==> src/rtl/adc_frame_pkg.sv <==
package adc_frame_pkg;
    typedef enum logic [1:0] {
        ST_CONV_RST,
        ST_IDLE,
        ST_SHIFT,
        ST_GAP
    } frame_st_e;
endpackage

==> src/rtl/adc_rst_seq.sv <==
// Holds the converter reset line high for a fixed number of clocks after the
// controller leaves reset.
module adc_rst_seq #(
    parameter int RST_CYC = 16,
    localparam int CW = $clog2(RST_CYC + 1)
) (
    input  logic clk,
    input  logic rst_n,
    output logic conv_rst_o
);
    typedef struct packed {
        logic [CW-1:0] cnt;
        logic          hold;
    } seq_t;

    seq_t seq_d, seq_q;

    always_comb begin
        seq_d = seq_q;
        if (seq_q.cnt < CW'(RST_CYC))
            seq_d.cnt = seq_q.cnt + 1'b1;
        seq_d.hold = (seq_d.cnt < CW'(RST_CYC));
    end

    always_ff @(posedge clk) begin
        if (!rst_n) begin
            seq_q.cnt  <= '0;
            seq_q.hold <= 1'b1;
        end else begin
            seq_q <= seq_d;
        end
    end

    assign conv_rst_o = seq_q.hold;
endmodule

==> src/rtl/adc_rate_gen.sv <==
// Free-running request timer and saturating overrun counter.
module adc_rate_gen #(
    parameter int PER_W = 16,
    parameter int OVR_W = 8
) (
    input  logic             clk,
    input  logic             rst_n,
    input  logic             en_i,
    input  logic [PER_W-1:0] period_i,
    input  logic             busy_i,
    output logic             tick_o,
    output logic [OVR_W-1:0] ovr_o
);
    typedef struct packed {
        logic [PER_W-1:0] cnt;
        logic [OVR_W-1:0] ovr;
    } rate_t;

    rate_t rate_d, rate_q;
    logic  tick;

    assign tick = en_i && (rate_q.cnt == period_i - 1'b1);

    always_comb begin
        rate_d = rate_q;
        if (!en_i || tick)
            rate_d.cnt = '0;
        else
            rate_d.cnt = rate_q.cnt + 1'b1;
        if (tick && busy_i && (rate_q.ovr != {OVR_W{1'b1}}))
            rate_d.ovr = rate_q.ovr + 1'b1;
    end

    always_ff @(posedge clk) begin
        if (!rst_n) begin
            rate_q <= '0;
        end else begin
            rate_q <= rate_d;
        end
    end

    assign tick_o = tick;
    assign ovr_o  = rate_q.ovr;
endmodule

==> src/rtl/adc_frame_fsm.sv <==
// Frame sequencer: chip select, divided serial clock, MSB-first capture.
module adc_frame_fsm
    import adc_frame_pkg::*;
#(
    parameter int DATA_W  = 14,
    parameter int CLK_DIV = 2,
    localparam int PH_W   = (CLK_DIV > 2) ? $clog2(CLK_DIV) : 1,
    localparam int LO_CYC = CLK_DIV - CLK_DIV / 2,
    localparam int CNT_W  = $clog2(DATA_W + 2)
) (
    input  logic              clk,
    input  logic              rst_n,
    input  logic              conv_ready_i,
    input  logic              req_i,
    input  logic              guard2_i,
    input  logic              sdo_i,
    output logic              cs_n_o,
    output logic              sclk_o,
    output logic              busy_o,
    output logic [DATA_W-1:0] data_o,
    output logic              valid_o
);
    typedef struct packed {
        frame_st_e         st;
        logic [PH_W-1:0]   phase;
        logic [CNT_W-1:0]  pcnt;
        logic              guard2;
        logic              cs_n;
        logic              sclk;
        logic [DATA_W-1:0] shreg;
        logic [DATA_W-1:0] data;
        logic              valid;
    } fsm_t;

    fsm_t             fsm_d, fsm_q;
    logic             wrap;
    logic [CNT_W-1:0] last;

    always_comb begin
        fsm_d       = fsm_q;
        fsm_d.valid = 1'b0;
        wrap        = (fsm_q.phase == PH_W'(CLK_DIV - 1));
        last        = fsm_q.guard2 ? CNT_W'(DATA_W + 1) : CNT_W'(DATA_W);
        case (fsm_q.st)
            ST_CONV_RST: begin
                if (conv_ready_i)
                    fsm_d.st = ST_IDLE;
            end
            ST_IDLE: begin
                if (req_i) begin
                    fsm_d.st     = ST_SHIFT;
                    fsm_d.cs_n   = 1'b0;
                    fsm_d.sclk   = 1'b0;
                    fsm_d.phase  = '0;
                    fsm_d.pcnt   = '0;
                    fsm_d.guard2 = guard2_i;
                end
            end
            ST_SHIFT: begin
                fsm_d.phase = wrap ? '0 : fsm_q.phase + 1'b1;
                fsm_d.sclk  = (fsm_d.phase >= PH_W'(LO_CYC));
                if (wrap) begin
                    if (fsm_q.pcnt < CNT_W'(DATA_W))
                        fsm_d.shreg = {fsm_q.shreg[DATA_W-2:0], sdo_i};
                    if (fsm_q.pcnt == last) begin
                        fsm_d.st    = ST_GAP;
                        fsm_d.cs_n  = 1'b1;
                        fsm_d.sclk  = 1'b0;
                        fsm_d.valid = 1'b1;
                        fsm_d.data  = fsm_q.shreg;
                    end else begin
                        fsm_d.pcnt = fsm_q.pcnt + 1'b1;
                    end
                end
            end
            ST_GAP: begin
                if (wrap) begin
                    fsm_d.st    = ST_IDLE;
                    fsm_d.phase = '0;
                end else begin
                    fsm_d.phase = fsm_q.phase + 1'b1;
                end
            end
            default: fsm_d.st = ST_CONV_RST;
        endcase
    end

    always_ff @(posedge clk) begin
        if (!rst_n) begin
            fsm_q      <= '0;
            fsm_q.st   <= ST_CONV_RST;
            fsm_q.cs_n <= 1'b1;
        end else begin
            fsm_q <= fsm_d;
        end
    end

    assign cs_n_o  = fsm_q.cs_n;
    assign sclk_o  = fsm_q.sclk;
    assign busy_o  = (fsm_q.st != ST_IDLE);
    assign data_o  = fsm_q.data;
    assign valid_o = fsm_q.valid;
endmodule

==> src/rtl/adc_frame_ctrl.sv <==
module adc_frame_ctrl #(
    parameter int DATA_W  = 14,
    parameter int CLK_DIV = 2,
    parameter int RST_CYC = 16,
    parameter int PER_W   = 16,
    parameter int OVR_W   = 8
) (
    input  logic              clk,
    input  logic              rst_n,
    input  logic              start_i,
    input  logic              guard2_i,
    input  logic              free_run_i,
    input  logic [PER_W-1:0]  period_i,
    output logic              busy_o,
    output logic [DATA_W-1:0] data_o,
    output logic              valid_o,
    output logic [OVR_W-1:0]  overrun_o,
    output logic              adc_cs_n,
    output logic              adc_sclk,
    output logic              adc_fs,
    output logic              adc_rst,
    input  logic              adc_sdo
);
    logic conv_rst;
    logic tick;
    logic busy;

    adc_rst_seq #(.RST_CYC(RST_CYC)) u_rst (
        .clk        (clk),
        .rst_n      (rst_n),
        .conv_rst_o (conv_rst)
    );

    adc_rate_gen #(.PER_W(PER_W), .OVR_W(OVR_W)) u_rate (
        .clk      (clk),
        .rst_n    (rst_n),
        .en_i     (free_run_i),
        .period_i (period_i),
        .busy_i   (busy),
        .tick_o   (tick),
        .ovr_o    (overrun_o)
    );

    adc_frame_fsm #(.DATA_W(DATA_W), .CLK_DIV(CLK_DIV)) u_fsm (
        .clk          (clk),
        .rst_n        (rst_n),
        .conv_ready_i (!conv_rst),
        .req_i        (start_i || tick),
        .guard2_i     (guard2_i),
        .sdo_i        (adc_sdo),
        .cs_n_o       (adc_cs_n),
        .sclk_o       (adc_sclk),
        .busy_o       (busy),
        .data_o       (data_o),
        .valid_o      (valid_o)
    );

    assign busy_o  = busy;
    assign adc_rst = conv_rst;
    assign adc_fs  = 1'b1;
endmodule

==> config.mk <==
export PLATFORM = sky130hd
export DESIGN_NAME = adc_frame_ctrl
export DESIGN_NICKNAME = d
export VERILOG_FILES = /design/src/rtl/adc_frame_pkg.sv /design/src/rtl/adc_rst_seq.sv /design/src/rtl/adc_rate_gen.sv /design/src/rtl/adc_frame_fsm.sv /design/src/rtl/adc_frame_ctrl.sv
export SDC_FILE = /design/constraint.sdc
export NUM_CORES = 1
export LEC_CHECK = 0
export ABC_AREA = 1
export BUFFER_PORTS_ARGS = -buffer_cell sky130_fd_sc_hd__buf_2
export CAP_MARGIN = 25
export CORE_UTILIZATION = 43
export CTS_CLUSTER_DIAMETER = 120
export DETAILED_ROUTE_END_ITERATION = 8
export PLACE_DENSITY = 0.59
export SLEW_MARGIN = 20
export SYNTH_ARGS = -nofsm -noshare
export SYNTH_HDL_FRONTEND = slang
export SYNTH_HIERARCHICAL = 1
export SYNTH_SLANG_ARGS = --single-unit
==> constraint.sdc <==
create_clock -name clk -period 2.5 [get_ports clk]
set_input_delay 0.125 -clock clk [delete_from_list [all_inputs] [get_ports clk]]
set_output_delay 0.125 -clock clk [all_outputs]
set_load 0.03 [all_outputs]
==> summary.md <==
| Metric | Value |
|---|---|
| Number of sinks handled by clock tree synthesis | `just under 70` |
| Residual DRC | `0` |
| Clock buffer depth | `2` |
| Yosys warning count | `6` |
| Post-synthesis cell area | `0.003884 mm2` |
| Post-synthesis register bit count | `approximately 70` |
| Int Power | `1665 uW` |
| Critical Path Sink Type | `flop` |
| Fin. Hold Viols | `0` |
| Placed cell area | `0.004035 mm2` |
| Master cell of the clock root buffer | `clkbuf_8` |
| Fraction of layout cells with a size suffix above 1 | `roughly a fifth` |
| Worst hold-check path type | `input port to flop` |
| Setup-violating endpoint count in the final report | `0` |
| Count of distinct cell types in the synthesized netlist | `38` |
| Run status | `finished, final reports clean` |
| Count of antenna-violating nets left after detailed routing | `0` |
| Final cell count without fillers | `711` |
| Pwr Density | `roughly 570 mW/mm2` |
| Gate power share | `18.1%` |
| Deepest level of the CTS H-tree | `3` |
| Initial antenna violation count | `0` |
| Post-DP HPWL | `5.685 mm` |
| Std-Cell Rows | `34` |
| Sequential cell area fraction in the yosys report | `35.57%` |
| Sum of negative setup slack | `0 ps` |
| Pre-antenna DRT Iters | `4` |
| Diode insertion count for antenna repair | `0` |
| Classification of the worst setup path | `flop to flop` |
| Minimum clock period after layout | `2228 ps` |
| Detail-routed net length per standard cell | `10.64 um` |
| Cts-stage hold buffer count | `0` |
| Number of top-level pins | `50` |
| Gpl congestion | `approximately 0.85` |
| Share of total power in sequential cells | `49.8%` |
| Max Transition Viols Final | `0` |
| Slew at the pin closest to its max-slew limit | `between 700 and 800 ps` |
| Static Leak | `0.001919 uW` |
| Post-synth top flop | `dfxtp_1` |
| Width of the chip | `97.04 um` |
| Height of the die | `97.04 um` |
| Global router's overall resource usage | `between 10% and 20%` |
| Die ar. | `0.009416 mm2` |
| Cell count after synthesis | `571` |
| Startpoint class of the critical path | `flop` |
| Pin count of the biggest net entering global routing | `22` |
| TritonCTS clock tree | `yes` |
| Via count of the first global-routing pass | `3123` |
| Achievable Freq | `448.8 MHz` |
| Clock skew | `11.25 ps` |
| Routed via count divided by cell count | `4.764` |
| Filler Cell Count | `slightly above 900` |
| Combined flip-flop and latch cell area | `about 0.0014 mm2` |
| Max_cap viols | `0` |
| Inserted Clock Buffers | `9` |
| Number of buffers inserted by port buffering | `48` |
| Fraction of registers with async set/reset | `0%` |
| Maximum fanout count along the critical path | `6` |
| Required time of the worst setup path | `around 2700 ps` |
| Area overhead of the layout relative to synthesis | `9.117%` |
| NumNets Final | `631` |
| Arr. time, crit path | `about 2500 ps` |
| Normalized max-slew margin | `53.15%` |
| Clock transition time at the flip-flop clock pins of the worst setup and hold paths | `80 ps` |
| Clock power share | `about a third` |
| Iteration-0 DRC Markers | `71` |
| Via count of the routed design | `3387` |
| Count of placed standard cells including taps | `695` |
| Clk Latency, worst-skew pair | `340 ps` |
| Post-route standard cell area excluding fillers | `0.004238 mm2` |
| Core region area | `0.008721 mm2` |
| Switching power total | `737.6 uW` |
| Fin crit share | `89.13%` |
| Initial cell density of the core | `about 45%` |
| Total area of multi-input combinational cells | `around 0.0020 mm2` |
| Unrepaired setup endpoints after global routing | `no` |
| Switching share of total power | `30.69%` |
| Nets in the synthesized netlist | `603` |
| Average footprint of a synthesized cell | `6.802 um2` |
| Number of enable-type register cells in the synthesized netlist | `0` |
| Worst IR drop on VDD | `0.2982 mV` |
| First-pass GRT wire length | `13.54 mm` |
| Remaining Overflow, GRT | `0` |
| Final wirelength | `7.567 mm` |
==> what timing repair did <==
action / in CTS / in global routing
buffers inserted: 0 / 1
endpoints found under the setup margin: 0 / 6
gates resized for setup: 0 / 8
==> final cells by class <==
| class | count | share of cell area, % |
|---|---|---|
| Clock inverter | 5 | 0.9153 |
| Timing Repair Buffer | 52 | 6.377 |
| Multi-Input combinational cell | 396 | 47.51 |
| Sequential cell | 69 | 32.68 |
| Clock buffer | 10 | 3.012 |
| Tap cell | 108 | 3.189 |
| Inverter | 71 | 6.318 |
==> final timing paths <==
path,startpoint,to,slack (ps),cells after the start
setup / recovery,u_rate/rate_q[19],u_fsm/cs_n_o,270,17
hold / removal,adc_sdo,u_fsm/fsm_q[15],40,3
setup reg to reg,u_rate/rate_q[19],u_fsm/cs_n_o,270,17
hold reg to reg,u_fsm/cs_n_o,u_fsm/cs_n_o,450,2
==> worst max-delay path: stages (launching register included) <==
cell and delay (ps):
dfxtp_1 440, xor2_1 200, nand3b_1 130, nand2_1 50
inv_1 40, nand3_1 100, nor2_4 150, nand3_2 110
inv_1 70, inv_1 30, nand2_1 60, inv_1 40
nand2_1 110, inv_1 70, nor3b_1 290, nand2_1 100
nand2_1 70, nand2_1 50
==> cell families (layout without fill, tap and decap cells) <==
logic type | after synthesis | count (layout) | share of synthesized area [%]
AO/OA/AOI/OAI | 62 | 62 | 8.666
other | 1 | 1 | 0.09656
AND/OR/NAND/NOR | 307 | 307 | 35.60
buffers and inverters | 106 | 138 | 13.24
flip-flops | 69 | 69 | 35.57
XOR/XNOR | 16 | 16 | 3.608
adder cells (fa/ha/maj) | 10 | 10 | 3.222
==> metal layers <==
metal / part of all wire, % / global-route usage, % / up-vias
met1: 52 / 22.36 / 1519
li1: - / - / 1815
met4: 0.81 / 6.200 / 0
met3: 3.1 / 4.191 / 6
met5: 0 / 0 / -
met2: 44 / 28.60 / 47
==> per-stage QoR <==
stage                     worst slack, ps  hold slack [ps]  total power (uW)  util, %
after global placement              99.07            375.1              1626    46.27
after global routing                31.77            64.89              2574    48.59
final                               271.8            36.90              2403    48.59
after CTS                           217.3            7.660              2425    48.18
after floorplan                     424.7            213.3              1526        -
after detailed placement           -22.69            383.8              1637    46.27
==> power by group through the flow <==
stage	sequential (uW)	clock, uW	combinational [uW]
after floorplan	1230	0	292
after global placement	1220	0	405
after detailed placement	1220	0	415
after CTS	1200	812	417
after global routing	1210	867	501
final	1200	770	436
==> cells in the mapped netlist (all sizes together), types with 4 or more instances <==
| cell type | instances | area [um2] |
|---|---|---|
| xnor2 | 4 | 35.03 |
| a21oi | 36 | 202.7 |
| o21ai | 23 | 115.1 |
| nand4 | 6 | 37.54 |
| clkbuf | 4 | 15.01 |
| nor2 | 97 | 421.7 |
| ha | 10 | 125.1 |
| buf | 31 | 231.5 |
| nand3 | 34 | 205.2 |
| inv | 69 | 259.0 |
| nand2 | 151 | 579.3 |
| nor3 | 4 | 30.03 |
| nor3b | 5 | 42.54 |
| dfxtp | 69 | 1381 |
| xor2 | 12 | 105.1 |
==> flip-flops by register name, indices dropped and copies added (netlist names) <==
register / cells
u_fsm/wrap: 1
u_rate/rate_q: 16
u_rate/ovr_o: 8
u_rst/seq_q: 5
u_fsm/data_o: 14
u_fsm/valid_o: 1
u_fsm/sclk_o: 1
u_fsm/fsm_q: 21
u_fsm/cs_n_o: 1
u_rst/conv_rst_o: 1
==> placed cells by master, fill, tap and decap left out, types with 2 or more instances in the layout <==
| cell type | instances |
|---|---|
| dfxtp_2 | 3 |
| clkinv_2 | 2 |
| dfxtp_1 | 66 |
| nor2_4 | 6 |
| nand3b_1 | 3 |
| nor4_1 | 3 |
| a31oi_1 | 3 |
| nand2_1 | 145 |
| ha_1 | 10 |
| nor3b_1 | 4 |
| inv_1 | 64 |
| a21oi_2 | 6 |
| inv_2 | 5 |
| buf_4 | 4 |
| o21ai_1 | 4 |
| nand3_2 | 2 |
| nor3_2 | 2 |
| xnor2_1 | 4 |
| xor2_1 | 11 |
| nand3_1 | 30 |
| o21ai_0 | 19 |
| clkinv_4 | 3 |
| nor3_1 | 2 |
| nor2_2 | 11 |
| clkbuf_8 | 9 |
| buf_2 | 48 |
| nand4_1 | 6 |
| nor2_1 | 80 |
| a21oi_1 | 30 |
| nand2_2 | 6 |
| nand3_4 | 2 |
Power figures use the tool's default switching activity.
